[src/rtl/rmon_pkg.sv]
package rmon_pkg;
  localparam int unsigned STATE_W = 2;

  typedef enum logic [STATE_W-1:0] {
    ST_IDLE    = 2'd0,
    ST_PENDING = 2'd1,
    ST_PASSED  = 2'd2,
    ST_FAILED  = 2'd3
  } mon_state_e;
endpackage

[src/rtl/rmon_scope_edge.sv]
module rmon_scope_edge (
  input  logic clk_i,
  input  logic rst_ni,
  input  logic scope_i,
  output logic entry_o,
  output logic exit_o
);
  logic scope_q;

  always_ff @(posedge clk_i or negedge rst_ni) begin
    if (!rst_ni) scope_q <= 1'b0;
    else         scope_q <= scope_i;
  end

  assign entry_o = scope_i & ~scope_q;
  assign exit_o  = ~scope_i & scope_q;
endmodule

[src/rtl/rmon_next_state.sv]
module rmon_next_state
  import rmon_pkg::*;
(
  input  mon_state_e state_i,
  input  logic       scope_i,
  input  logic       entry_i,
  input  logic       exit_i,
  input  logic       req_i,
  input  logic       ack_i,
  output mon_state_e state_o
);
  always_comb begin
    state_o = state_i;
    if (entry_i) begin
      state_o = ST_IDLE;
    end else if (exit_i) begin
      // terminal step: the open-request status decides the verdict
      unique case (state_i)
        ST_IDLE:    state_o = ST_PASSED;
        ST_PENDING: state_o = ST_FAILED;
        default:    state_o = state_i;
      endcase
    end else if (scope_i) begin
      unique case (state_i)
        ST_IDLE:    if (req_i && !ack_i) state_o = ST_PENDING;
        ST_PENDING: if (ack_i)           state_o = ST_IDLE;
        default:    state_o = state_i;
      endcase
    end
  end
endmodule

[src/rtl/rmon_verdict.sv]
module rmon_verdict
  import rmon_pkg::*;
(
  input  logic       clk_i,
  input  logic       rst_ni,
  input  logic       entry_i,
  input  mon_state_e state_d_i,
  output mon_state_e state_q_o,
  output logic       sat_o,
  output logic       vio_o
);
  mon_state_e state_q;
  logic       sat_q, vio_q;

  always_ff @(posedge clk_i or negedge rst_ni) begin
    if (!rst_ni) begin
      state_q <= ST_IDLE;
      sat_q   <= 1'b0;
      vio_q   <= 1'b0;
    end else begin
      state_q <= state_d_i;
      if (entry_i) begin
        sat_q <= 1'b0;
        vio_q <= 1'b0;
      end else begin
        sat_q <= sat_q | (state_d_i == ST_PASSED);
        vio_q <= vio_q | (state_d_i == ST_FAILED);
      end
    end
  end

  assign state_q_o = state_q;
  assign sat_o     = sat_q;
  assign vio_o     = vio_q;
endmodule

[src/rtl/rmon_req_ack_monitor.sv]
module rmon_req_ack_monitor
  import rmon_pkg::*;
(
  input  logic               clk_i,
  input  logic               rst_ni,
  input  logic               scope_i,
  input  logic               req_i,
  input  logic               ack_i,
  output logic [STATE_W-1:0] state_o,
  output logic               satisfied_o,
  output logic               violated_o
);
  logic       entry_w, exit_w;
  mon_state_e state_d, state_q;
  logic       sat_w, vio_w;

  rmon_scope_edge u_edge (
    .clk_i   (clk_i),
    .rst_ni  (rst_ni),
    .scope_i (scope_i),
    .entry_o (entry_w),
    .exit_o  (exit_w)
  );

  rmon_next_state u_next (
    .state_i (state_q),
    .scope_i (scope_i),
    .entry_i (entry_w),
    .exit_i  (exit_w),
    .req_i   (req_i),
    .ack_i   (ack_i),
    .state_o (state_d)
  );

  rmon_verdict u_verdict (
    .clk_i     (clk_i),
    .rst_ni    (rst_ni),
    .entry_i   (entry_w),
    .state_d_i (state_d),
    .state_q_o (state_q),
    .sat_o     (sat_w),
    .vio_o     (vio_w)
  );

  assign state_o     = state_q;
  assign satisfied_o = sat_w;
  assign violated_o  = vio_w;
endmodule

[config.mk]
export PLATFORM = sky130hd
export DESIGN_NAME = rmon_req_ack_monitor
export DESIGN_NICKNAME = d
export VERILOG_FILES = /design/src/rtl/rmon_pkg.sv /design/src/rtl/rmon_scope_edge.sv /design/src/rtl/rmon_next_state.sv /design/src/rtl/rmon_verdict.sv /design/src/rtl/rmon_req_ack_monitor.sv
export SDC_FILE = /design/constraint.sdc
export NUM_CORES = 1
export LEC_CHECK = 0
export ABC_AREA = 1
export BUFFER_PORTS_ARGS = -buffer_cell sky130_fd_sc_hd__clkbuf_2
export CAP_MARGIN = 10
export CELL_PAD_IN_SITES_DETAIL_PLACEMENT = 1
export CELL_PAD_IN_SITES_GLOBAL_PLACEMENT = 2
export CORE_AREA = 2 2 39 41
export CTS_BUF_LIST = sky130_fd_sc_hd__clkbuf_2
export DETAILED_ROUTE_END_ITERATION = 7
export DIE_AREA = 0 0 41 43
export PLACE_DENSITY = 0.64
export SLEW_MARGIN = 5
export SYNTH_ARGS = -nofsm -noshare
export SYNTH_HDL_FRONTEND = slang
export SYNTH_SLANG_ARGS = --single-unit
[constraint.sdc]
create_clock -name clk_i -period 0.8 [get_ports clk_i]
set_input_delay 0.04 -clock clk_i [delete_from_list [all_inputs] [get_ports clk_i]]
set_output_delay 0.04 -clock clk_i [all_outputs]
set_load 0.05 [all_outputs]
==> impl_metrics.tcl <==
set metrics [dict create \
    yosysWarnings 0 \
    power.density_nw_per_um2 2240 \
    synth.cells.most_frequent "11 x nand2_1, 5 x dfrtp_1, 3 x inv_1, 3 x nor2_1" \
    kind_of_start_point_of_the_critical_path "flop" \
    post-layout-total-power_w 0.0009026 \
    fmax_ghz 1.074 \
    worst_path_setup_slack_after_routing_ns -0.1314 \
    synth-seq-cells 5 \
    cts_post_setup_buffers_inserted 0 \
    main_combinational_cell_family_by_area_after_synthesis "simple AND/OR/NAND/NOR gates" \
    grt_most_used_layer "met2" \
    timing.critical_path.arrival_ns 0.89 \
    synth_compound_gate_area_share_pct 5.325 \
    start_util_pct 15.28 \
    power_leakage_nw 0.2099 \
    area.growth.synth_to_final_pct 90.53 \
    rows 14 \
    final-instance-count-excl-fill 57 \
    grt_start_max_net_pins 6 \
    via_count_of_the_first_global_routing_pass 241 \
    synth-simple-area-share_pct 30.18 \
    die_footprint_um2 1763 \
    failing_checks "negative setup slack" \
    worst_setup_path_end_kind "output pin" \
    dr_total_vias 218 \
    cts_made_buffers 3 \
    h-tree-depth 1 \
    crit_cells 2 \
    pre_cts_ws_ns -0.09198 \
    setup_repair_after_global_routing_missed_its_margin "true" \
    dieWidth_um 41 \
    yosys-top-cells-area "dfrtp_1 59%, nand2_1 20%, inv_1 5.3%" \
    clockRootBuffer "clkbuf_2" \
    clkLatencyLatePin_ns 0.21 \
    final_net_count 47 \
    timing.critical_path.slowest_cell_delay_ns 0.40 \
    drt_pre_antenna_iters 1 \
    critical_path_required_ns 0.76 \
    post_synth.cell_area_avg_um2 8.458 \
    grt_util_met3_pct 3.141 \
    synth_edf_count 0 \
    synth_xor_xnor_area_share_pct 0 \
    synth_cell_area_um2 211.5 \
    global_route.overflow_total 0 \
    placeableCoreArea_um2 1384 \
    synth_adder_area_share_pct 0 \
    post-route-util_pct 29.11 \
    synthMostInstantiatedCell "nand2_1" \
    tritoncts_num_sinks 5 \
    ys_async_sr_fraction_pct 100.0 \
    max_cap_viol_count 0 \
    peakVddDrop_uv 763.5 \
    timing.reg2reg.worst_path_depth 4 \
    globalRouteMet2Util_pct 10.94 \
    synthMuxAreaShare_pct 0 \
    setup_viol 7 \
    critPathMaxFanout 2 \
    worst-path-buf-inv 2 \
    worstPathCellList "buf_6 -> clkbuf_16" \
    synthesized_instance_count 25 \
    clk_pin_slew_worst_paths_ns 0.06 \
    vias_per_cell 3.825 \
    place_hpwl_um 397.1 \
    fp.dieH_um 43 \
    drtAntennaViolNets 0 \
    synth_top_area_cell "dfrtp_1" \
    gr-usage-all-layers_pct 8.283 \
    finalWorstPathRequiredPeriod_ns 0.9314 \
    synth_ff_type "dfrtp_1" \
    worstHoldPathType "in -> async" \
    yosysSeqAreaShare_pct 59.17 \
    initial_antenna_violation_count 0 \
    synth_top_area_share_pct 59.17 \
    setup_total_negative_slack_ns -0.4592 \
    timing.setup.critical_path_class "reg -> out" \
    slew_violations 0 \
    diodes 0 \
    grt_first_pass_wirelength_um 931 \
    route.final.wire_length_um 534 \
    top_family_by_delay_on_critical_path "flip-flops" \
    status "finished, violations left" \
    synth_cell_type_count 7 \
    placement.io_buffers 8 \
    timing.clock.skew_ns 0.003938 \
    routed_len_inst_um 9.368 \
    min_period_over_period_pct 116.4 \
    slowest_cell_on_the_critical_path "dfrtp_2" \
    gp_congestion 0.6245 \
    detail_route.drc_violations 0 \
    drive_gt1_share_pct 56.10 \
    cts_tree "done" \
    global_route.usage.met1_pct 10.49 \
    placedCellCount 51 \
    drt_first_iter_violations 0 \
    syn_nets 30 \
    top_level_ports 9 \
    buffer_levels_on_the_longest_clock_path 2 \
    slew_headroom_pct 91.25 \
    hold_viol_final 0 \
    least_margin_pin_slew_ns 0.1313 \
]
[area by class of cell]
| cell class | count | area (µm²) |
|---|---|---|
| fill | 167 | 980.9 |
| multi-input combinational | 17 | 97.59 |
| sequential | 5 | 127.6 |
| clock buffer | 4 | 20.02 |
| inverter | 3 | 11.26 |
| tap | 16 | 20.02 |
| timing repair buffer | 12 | 126.4 |
[state kept, by name, summed over array words and instances, names as in the netlist]
signal and cells:
u_verdict.state_q_o 2, u_verdict.vio_o 1, u_edge.scope_q 1, u_verdict.sat_o 1
[placed cells by master, fill, tap and decap left out]
| cell type | instances |
|---|---|
| nor2_2 | 3 |
| o21bai_4 | 1 |
| buf_6 | 1 |
| nand2_1 | 10 |
| buf_4 | 1 |
| clkbuf_8 | 2 |
| dfrtp_2 | 2 |
| dfrtp_1 | 3 |
| inv_1 | 3 |
| nand2_2 | 2 |
| dlygate4sd3_1 | 2 |
| buf_8 | 1 |
| nand3_2 | 1 |
| clkbuf_16 | 1 |
| clkbuf_2 | 8 |
[layer usage]
layer | vias up | part of all wire [%] | wire (µm)
met1 | 102 | 42 | 223
met4 | 0 | 0 | 0
met5 | - | 0 | 0
met2 | 9 | 50 | 268
met3 | 0 | 7.9 | 42
li1 | 107 | - | -
[logic make-up (layout without fill, tap and decap cells)]
kind of cell | Yosys count | in the layout
flops | 5 | 5
compound gates | 1 | 1
buf+inv | 3 | 19
simple gates | 16 | 16
[final timing paths]
kind	from	to	slack [ns]
min	rst_ni	u_verdict.vio_o	0.16
max reg2reg	u_verdict.state_q_o[1]	u_verdict.sat_o	-0.10
max in group asynchronous	rst_ni	u_verdict.state_q_o[1]	0.48
min reg2reg	u_verdict.sat_o	u_verdict.sat_o	0.52
min in group clk_i	req_i	u_verdict.state_q_o[0]	0.20
max	u_verdict.state_q_o[0]	state_o[0]	-0.13
[through the flow]
stage | hold WS (ns) | area (µm²)
final | 0.1634 | 402.9
after global routing | 0.1663 | 402.9
after CTS | 0.1532 | 384.1
after detailed placement | -0.1366 | 289.0
after global placement | -0.1395 | 289.0
after floorplan | -0.2556 | 214.0
[report_power, final]
group | switching (W) | leakage (nW) | internal, W
Combinational | 0.000189 | 0.137 | 0.000153
Sequential | 0.0000339 | 0.0566 | 0.000290
Clock | 0.000105 | 0.0166 | 0.000132
[repair_timing]
action                                  CTS  global route
hold buffers                              2             0
endpoints found under the hold margin     6             0
gates resized for setup                  11             6
endpoints found under the setup margin    7             8
pin swaps                                 4             2
Note: power is estimated with default switching activity, not from simulation.
